$ cat src/rtl/rcs_pkg.sv
package rcs_pkg;
  localparam int unsigned BIT_IPEND = 7;
  localparam int unsigned BIT_WDOG  = 6;
  localparam int unsigned BIT_BUSEV = 5;
  localparam int unsigned BIT_LOWV  = 4;
  localparam int unsigned BIT_SUSP  = 3;
  localparam int unsigned BIT_IEN   = 2;
  localparam int unsigned BIT_RSVD  = 1;
  localparam int unsigned BIT_RUN   = 0;

  localparam logic [7:0] POR_VALUE = 8'h11;

  // Sticky flag update: hardware set wins over a firmware write-zero clear.
  function automatic logic sticky_next(input logic cur, input logic hw_set,
                                       input logic wr, input logic wbit);
    if (hw_set)          return 1'b1;
    else if (wr && !wbit) return 1'b0;
    else                 return cur;
  endfunction

  // Interrupt-enable mirror: disable wins over enable or return.
  function automatic logic ien_next(input logic cur, input logic en,
                                    input logic dis, input logic ret);
    if (dis)            return 1'b0;
    else if (en || ret) return 1'b1;
    else                return cur;
  endfunction

  // Byte seen by firmware, built from the individual state bits.
  function automatic logic [7:0] pack_status(input logic ipend, input logic wdog,
                                             input logic busev, input logic lowv,
                                             input logic susp, input logic ien,
                                             input logic runb);
    return {ipend, wdog, busev, lowv, susp, ien, 1'b0, runb};
  endfunction
endpackage

$ cat src/rtl/rcs_tick_gen.sv
module rcs_tick_gen #(
  parameter int unsigned TICK_CYCLES = 16
) (
  input  logic clk,
  input  logic por_lvr,
  output logic tick
);
  localparam int unsigned CW = (TICK_CYCLES > 2) ? $clog2(TICK_CYCLES) : 1;
  localparam logic [CW-1:0] LAST = CW'(TICK_CYCLES - 1);

  logic [CW-1:0] cnt_q;

  always_ff @(posedge clk or posedge por_lvr) begin
    if (por_lvr)            cnt_q <= '0;
    else if (cnt_q == LAST) cnt_q <= '0;
    else                    cnt_q <= cnt_q + 1'b1;
  end

  assign tick = (cnt_q == LAST);

  a_r4_tick_spacing: assert property (@(posedge clk) disable iff (por_lvr)
    tick |=> !tick);
endmodule

$ cat src/rtl/rcs_bus_event_det.sv
module rcs_bus_event_det #(
  parameter int unsigned HOLD_TICKS = 2
) (
  input  logic clk,
  input  logic por_lvr,
  input  logic wdog_rst,
  input  logic tick,
  input  logic bus_cond,
  output logic fire
);
  localparam int unsigned HW = $clog2(HOLD_TICKS + 1);
  localparam logic [HW-1:0] FULL = HW'(HOLD_TICKS);
  localparam logic [HW-1:0] ARM  = HW'(HOLD_TICKS - 1);

  logic [HW-1:0] seen_q;

  always_ff @(posedge clk or posedge por_lvr) begin
    if (por_lvr)                    seen_q <= '0;
    else if (wdog_rst || !bus_cond) seen_q <= '0;
    else if (tick && seen_q != FULL) seen_q <= seen_q + 1'b1;
  end

  // Fires once, on the tick edge that completes the hold window.
  assign fire = bus_cond && tick && !wdog_rst && (seen_q == ARM);

  a_r4_needs_history: assert property (@(posedge clk) disable iff (por_lvr)
    fire |-> $past(bus_cond));
  a_r4_break_restarts: assert property (@(posedge clk) disable iff (por_lvr)
    !bus_cond |=> !fire);
endmodule

$ cat src/rtl/rcs_core_ctrl.sv
module rcs_core_ctrl (
  input  logic clk,
  input  logic por_lvr,
  input  logic wdog_rst,
  input  logic fw_wr,
  input  logic fw_susp,
  input  logic wake_req,
  input  logic int_en,
  input  logic int_dis,
  input  logic int_ret,
  input  logic halt,
  output logic susp_q,
  output logic ien_q,
  output logic run_q
);
  import rcs_pkg::*;

  logic wake_hit;
  assign wake_hit = susp_q && wake_req;

  always_ff @(posedge clk or posedge por_lvr) begin
    if (por_lvr) begin
      susp_q <= POR_VALUE[BIT_SUSP];
      ien_q  <= POR_VALUE[BIT_IEN];
      run_q  <= POR_VALUE[BIT_RUN];
    end else if (wdog_rst) begin
      susp_q <= 1'b0;
      ien_q  <= 1'b0;
      run_q  <= 1'b1;
    end else begin
      if (wake_hit)              susp_q <= 1'b0;
      else if (fw_wr && fw_susp) susp_q <= 1'b1;
      ien_q <= ien_next(ien_q, int_en, int_dis, int_ret);
      if (halt) run_q <= 1'b0;
    end
  end

  a_r8_wake_clears: assert property (@(posedge clk) disable iff (por_lvr)
    susp_q && wake_req |=> !susp_q);
  a_r7_enter: assert property (@(posedge clk) disable iff (por_lvr)
    fw_wr && fw_susp && !susp_q && !wdog_rst |=> susp_q);
  a_r11_halt: assert property (@(posedge clk) disable iff (por_lvr)
    halt && !wdog_rst |=> !run_q);
  a_r11_run_source: assert property (@(posedge clk) disable iff (por_lvr)
    $rose(run_q) |-> $past(wdog_rst));
  a_r9_dis_wins: assert property (@(posedge clk) disable iff (por_lvr)
    int_dis |=> !ien_q);
endmodule

$ cat src/rtl/rst_cause_ctrl.sv
module rst_cause_ctrl #(
  parameter int unsigned TICK_CYCLES = 16,
  parameter int unsigned HOLD_TICKS  = 2
) (
  input  logic       clk,
  input  logic       por_lvr,
  input  logic       wdog_rst,
  input  logic       bus_cond,
  input  logic       wake_req,
  input  logic       irq_pend,
  input  logic       int_en,
  input  logic       int_dis,
  input  logic       int_ret,
  input  logic       halt,
  input  logic       fw_wr,
  input  logic [7:0] fw_wdata,
  output logic [7:0] status_q,
  output logic       suspend,
  output logic       run
);
  import rcs_pkg::*;

  logic tick;
  logic busev_fire;
  logic susp_q, ien_q, run_q;
  logic ipend_q, wdog_q, busev_q, lowv_q;
  logic fw_ignored;

  rcs_tick_gen #(.TICK_CYCLES(TICK_CYCLES)) u_tick (
    .clk(clk), .por_lvr(por_lvr), .tick(tick));

  rcs_bus_event_det #(.HOLD_TICKS(HOLD_TICKS)) u_busdet (
    .clk(clk), .por_lvr(por_lvr), .wdog_rst(wdog_rst), .tick(tick),
    .bus_cond(bus_cond), .fire(busev_fire));

  rcs_core_ctrl u_core (
    .clk(clk), .por_lvr(por_lvr), .wdog_rst(wdog_rst), .fw_wr(fw_wr),
    .fw_susp(fw_wdata[BIT_SUSP]), .wake_req(wake_req), .int_en(int_en),
    .int_dis(int_dis), .int_ret(int_ret), .halt(halt),
    .susp_q(susp_q), .ien_q(ien_q), .run_q(run_q));

  always_ff @(posedge clk or posedge por_lvr) begin
    if (por_lvr) begin
      ipend_q <= POR_VALUE[BIT_IPEND];
      wdog_q  <= POR_VALUE[BIT_WDOG];
      busev_q <= POR_VALUE[BIT_BUSEV];
      lowv_q  <= POR_VALUE[BIT_LOWV];
    end else if (wdog_rst) begin
      ipend_q <= 1'b0;
      wdog_q  <= 1'b1;
    end else begin
      ipend_q <= irq_pend;
      wdog_q  <= sticky_next(wdog_q,  1'b0,       fw_wr, fw_wdata[BIT_WDOG]);
      busev_q <= sticky_next(busev_q, busev_fire, fw_wr, fw_wdata[BIT_BUSEV]);
      lowv_q  <= sticky_next(lowv_q,  1'b0,       fw_wr, fw_wdata[BIT_LOWV]);
    end
  end

  assign status_q = pack_status(ipend_q, wdog_q, busev_q, lowv_q, susp_q, ien_q, run_q);
  assign suspend  = susp_q;
  assign run      = run_q;

  // Write-data bits that have no firmware effect, brought out for checking.
  assign fw_ignored = fw_wr && |{fw_wdata[BIT_IPEND], fw_wdata[BIT_IEN],
                                 fw_wdata[BIT_RSVD], fw_wdata[BIT_RUN]};

  a_r2_wdog_load: assert property (@(posedge clk) disable iff (por_lvr)
    wdog_rst |=> status_q[BIT_WDOG] && run && !suspend && !status_q[BIT_IEN]
                 && !status_q[BIT_IPEND]);
  a_r3_lowv_kept: assert property (@(posedge clk) disable iff (por_lvr)
    wdog_rst |=> status_q[BIT_LOWV] == $past(status_q[BIT_LOWV]));
  a_r5_busev_kept: assert property (@(posedge clk) disable iff (por_lvr)
    wdog_rst |=> status_q[BIT_BUSEV] == $past(status_q[BIT_BUSEV]));
  a_r4_fire_sets: assert property (@(posedge clk) disable iff (por_lvr)
    busev_fire |=> status_q[BIT_BUSEV]);
  a_r6_write_one_keeps: assert property (@(posedge clk) disable iff (por_lvr)
    fw_wr && fw_wdata[BIT_WDOG] && !wdog_rst |=>
      status_q[BIT_WDOG] == $past(status_q[BIT_WDOG]));
  a_r10_ignored_bits: assert property (@(posedge clk) disable iff (por_lvr)
    fw_ignored && !int_en && !int_dis && !int_ret && !halt && !wdog_rst |=>
      status_q[BIT_IEN] == $past(status_q[BIT_IEN]) && run == $past(run)
      && status_q[BIT_IPEND] == $past(irq_pend) && !status_q[BIT_RSVD]);
  a_r12_pend_follow: assert property (@(posedge clk) disable iff (por_lvr)
    !wdog_rst |=> status_q[BIT_IPEND] == $past(irq_pend));
endmodule

$ cat config.mk
export PLATFORM = sky130hd
export DESIGN_NAME = rst_cause_ctrl
export DESIGN_NICKNAME = d
export VERILOG_FILES = /design/src/rtl/rcs_pkg.sv /design/src/rtl/rcs_tick_gen.sv /design/src/rtl/rcs_bus_event_det.sv /design/src/rtl/rcs_core_ctrl.sv /design/src/rtl/rst_cause_ctrl.sv
export SDC_FILE = /design/constraint.sdc
export NUM_CORES = 1
export LEC_CHECK = 0
export ABC_AREA = 1
export BUFFER_PORTS_ARGS = -buffer_cell sky130_fd_sc_hd__buf_2
export CORE_MARGIN = 2
export CORE_UTILIZATION = 39
export DETAILED_ROUTE_END_ITERATION = 10
export PLACE_DENSITY = 0.71
export SETUP_SLACK_MARGIN = 0.5
export SYNTH_ARGS = -nofsm -noshare
export SYNTH_HDL_FRONTEND = slang
export SYNTH_SLANG_ARGS = --single-unit
$ cat constraint.sdc
create_clock -name clk -period 0.97 [get_ports clk]
set_input_delay 0.194 -clock clk [delete_from_list [all_inputs] [get_ports clk]]
set_output_delay 0.194 -clock clk [all_outputs]
set_load 0.03 [all_outputs]
==> metrics.txt <==
worst hold slack=-0.1095 ns; total wire length=~1.4 mm; detailed-route DRC error count=0; family with the most delay on the worst path=flip-flops; CP bufs+invs=1; Critical Path Start Type=flip-flop; DR iter-0 viols=0; Syn. warnings=0; main combinational cell family by area after synthesis=simple AND/OR/NAND/NOR gates; gr ovfl total=0; post-synthesis compound-gate area fraction=under 10%; hpwl dp=around 920 um; Die Y=44.25 um; Lkg Pwr=0.5103 nW; Num CTS Buffers=3; GRT Util Overall=between 10% and 20%; Final #Nets=120; clk sink count=13; final instance area=about 960 um2; Max Slew Vio Count=0; ANT cells=0; min Tclk post-route=~1.2 ns; max_cap viols=0; pin count of the biggest net entering global routing=14; layout cells sized above 1=between 50 and 60%; wire per inst=between 10 and 15 um; status=finished, violations left; vias per inst=roughly 4.8; port bufs=23; Req. time, crit path=around 0.78 ns; Setup violations, final=12; mux cell area share after synthesis=0%; row cnt=14; Post-Place Cell Area=about 770 um2; Core ar.=around 1500 um2; setup tns final=-0.9209 ns; Pre-antenna DRT Iters=1; f_max=between 800 and 900 MHz; crit path from=u_core.run_q; Synth Area in Simple Gates=a little under a fifth; Hold Fails Final Rpt=11; area share of fa/ha/maj cells after synthesis=a little under 6%; worst flop-to-flop path startpoint=u_tick.cnt_q[0]; failing checks=negative hold slack, negative setup slack; crit end category=output pin; die area=1958 um2; Finished Layout Cells=between 100 and 150; Clock Latency Late Sink=roughly 0.27 ns; DP Cell Count=between 100 and 150; syn_nets=89; H-tree depth=1; global placer's final weighted congestion=between 0.7 and 0.8; XOR/XNOR Fraction of Synth Area=about 1.4%; Pwr Density=1135 nW/um2; Max Root-Sink Buffers=2; share of the synthesized area in the top cell type=roughly 44%; unrepaired setup endpoints after global routing=true; vias post-DR=~540; max incr delay on CP=between 0.5 and 0.6 ns; antenna-violating nets left=0; first-pass GRT wire length=~2.2 mm; clk slew on worst S/H paths=0.08 ns; hold crit path type=primary input to async pin; #FFs+latches synth=13; vias in the first global route=around 580; total power=1.095 mW; Root Buffer=clkbuf_4; Die Wd=between 40 and 50 um; # IOs=29; synthesized area=631.9 um2; leading area contributor after synthesis=dfrtp_1; worst-path cell chain=buf_6; antenna violations before repair=0; WS Path Type=flip-flop to output pin; cell count after synthesis=67; initial cell density of the core=about two fifths; synth top area cells=dfrtp_1, buf_4, dfstp_2; Setup Skew=around 0.00095 ns; Max Fanout on Critical Path=3; VDD IR max=between 0.0006 and 0.0007 V; area grow syn2layout=52.67%; syn_area_per_cell=9.431 um2; ratio of final minimum period to clock period=119.5%; Worst Path Arrival=0.97 ns; Seq/Total Area, Yosys=approximately half; setup slack after layout=-0.1891 ns; Synth cell types=20; CTS tree=done; Slowest-stage cell, CP=dfstp_2
## placed cells by master (no fill, tap or decap), types with 2 or more instances in the layout
cell type and count:
buf_2 14, buf_4 7, buf_6 13, clkbuf_4 3, dfrtp_1 9, dfrtp_2 2
dfstp_2 2, ha_4 2, inv_1 11, nand2_1 5, nand3_1 2, nand3_2 3
nand4_1 3, nor2_1 2, o21ai_1 4
## final cells by class
type	instances	area, um2
well taps	16	20.02
inverters	13	51.30
multi-input cells	33	267.8
flip-flops and latches	13	330.3
clock buffers	4	26.28
repair buffers	34	269.0
fillers	121	541.8
## power breakdown
group	internal [mW]	leakage, nW	switching [mW]
sequential	0.559	0.161	0.0123
combinational	0.0872	0.335	0.103
clock	0.159	0.0150	0.174
total	0.805	0.510	0.290
## Yosys cell counts, drive strengths merged
| cell type | n |
|---|---|
| inv | 13 |
| dfrtp | 11 |
| buf | 8 |
| nand2 | 7 |
| nand3 | 5 |
| nor2 | 4 |
| o21ai | 4 |
| ha | 3 |
| nand4 | 3 |
| dfstp | 2 |
| nor3 | 2 |
| a21oi | 1 |
| conb | 1 |
| o22ai | 1 |
| or2 | 1 |
| xor2 | 1 |
## cells by family (layout without fill, tap and decap cells)
kind of cell    count (synthesis)  after routing
flops                          13             13
fa+ha+maj                       3              3
buf+inv                        21             51
xor+xnor                        1              1
other cells                     1              1
simple gates                   22             22
compound gates                  6              6
## per-layer routing
layer  up-vias  global-route usage (%)  routed length (um)
met4         0                   7.273                  21
met5         -                       0                   0
li1        261                       -                   -
met2        16                   32.06                 825
met1       261                   14.81                 471
met3         4                   2.449                  59
## path summary, 6_finish.rpt
| check | end | slack [ns] | cells past startpoint |
|---|---|---|---|
| setup reg to reg | u_tick.cnt_q[0] | -0.05 | 5 |
| hold reg to reg | lowv_q | 0.48 | 2 |
| setup / recovery | run | -0.19 | 1 |
| hold / removal | u_tick.cnt_q[1] | -0.11 | 3 |
| min in group clk | u_core.run_q | 0.06 | 2 |
| max in group asynchronous | lowv_q | 0.85 | 3 |
## flip-flops by register name, indices dropped and copies added (netlist names)
| signal | flops |
|---|---|
| u_core.run_q | 1 |
| u_busdet.seen_q | 2 |
| ipend_q | 1 |
| u_core.susp_q | 1 |
| u_tick.cnt_q | 4 |
| wdog_q | 1 |
| busev_q | 1 |
| u_core.ien_q | 1 |
| lowv_q | 1 |
## stage by stage
stage          hold WS (ns)  setup WS, ns  utilization, %
2_1_floorplan       0.06946     -0.002942               -
3_3_place_gp         0.1909      -0.03161           50.91
3_5_place_dp         0.1947      -0.04212           50.91
4_1_cts             -0.1049       -0.1934           61.63
5_1_grt            -0.09156       -0.2163           64.04
6_report            -0.1095       -0.1891           64.04
## what timing repair did
item	in CTS	in global routing
endpoints found under the hold margin	11	11
endpoints found under the setup margin	21	21
resized for setup	29	5
setup buffers	5	2
pin swaps	3	6
## worst register-to-register path, stage by stage, from the launching register on
cell and delay [ns]:
dfrtp_1 0.41, ha_4 0.19, nand2_4 0.07, nor2_4 0.05, or2_1 0.20, inv_1 0.05
(Power assumes the default switching activity.)
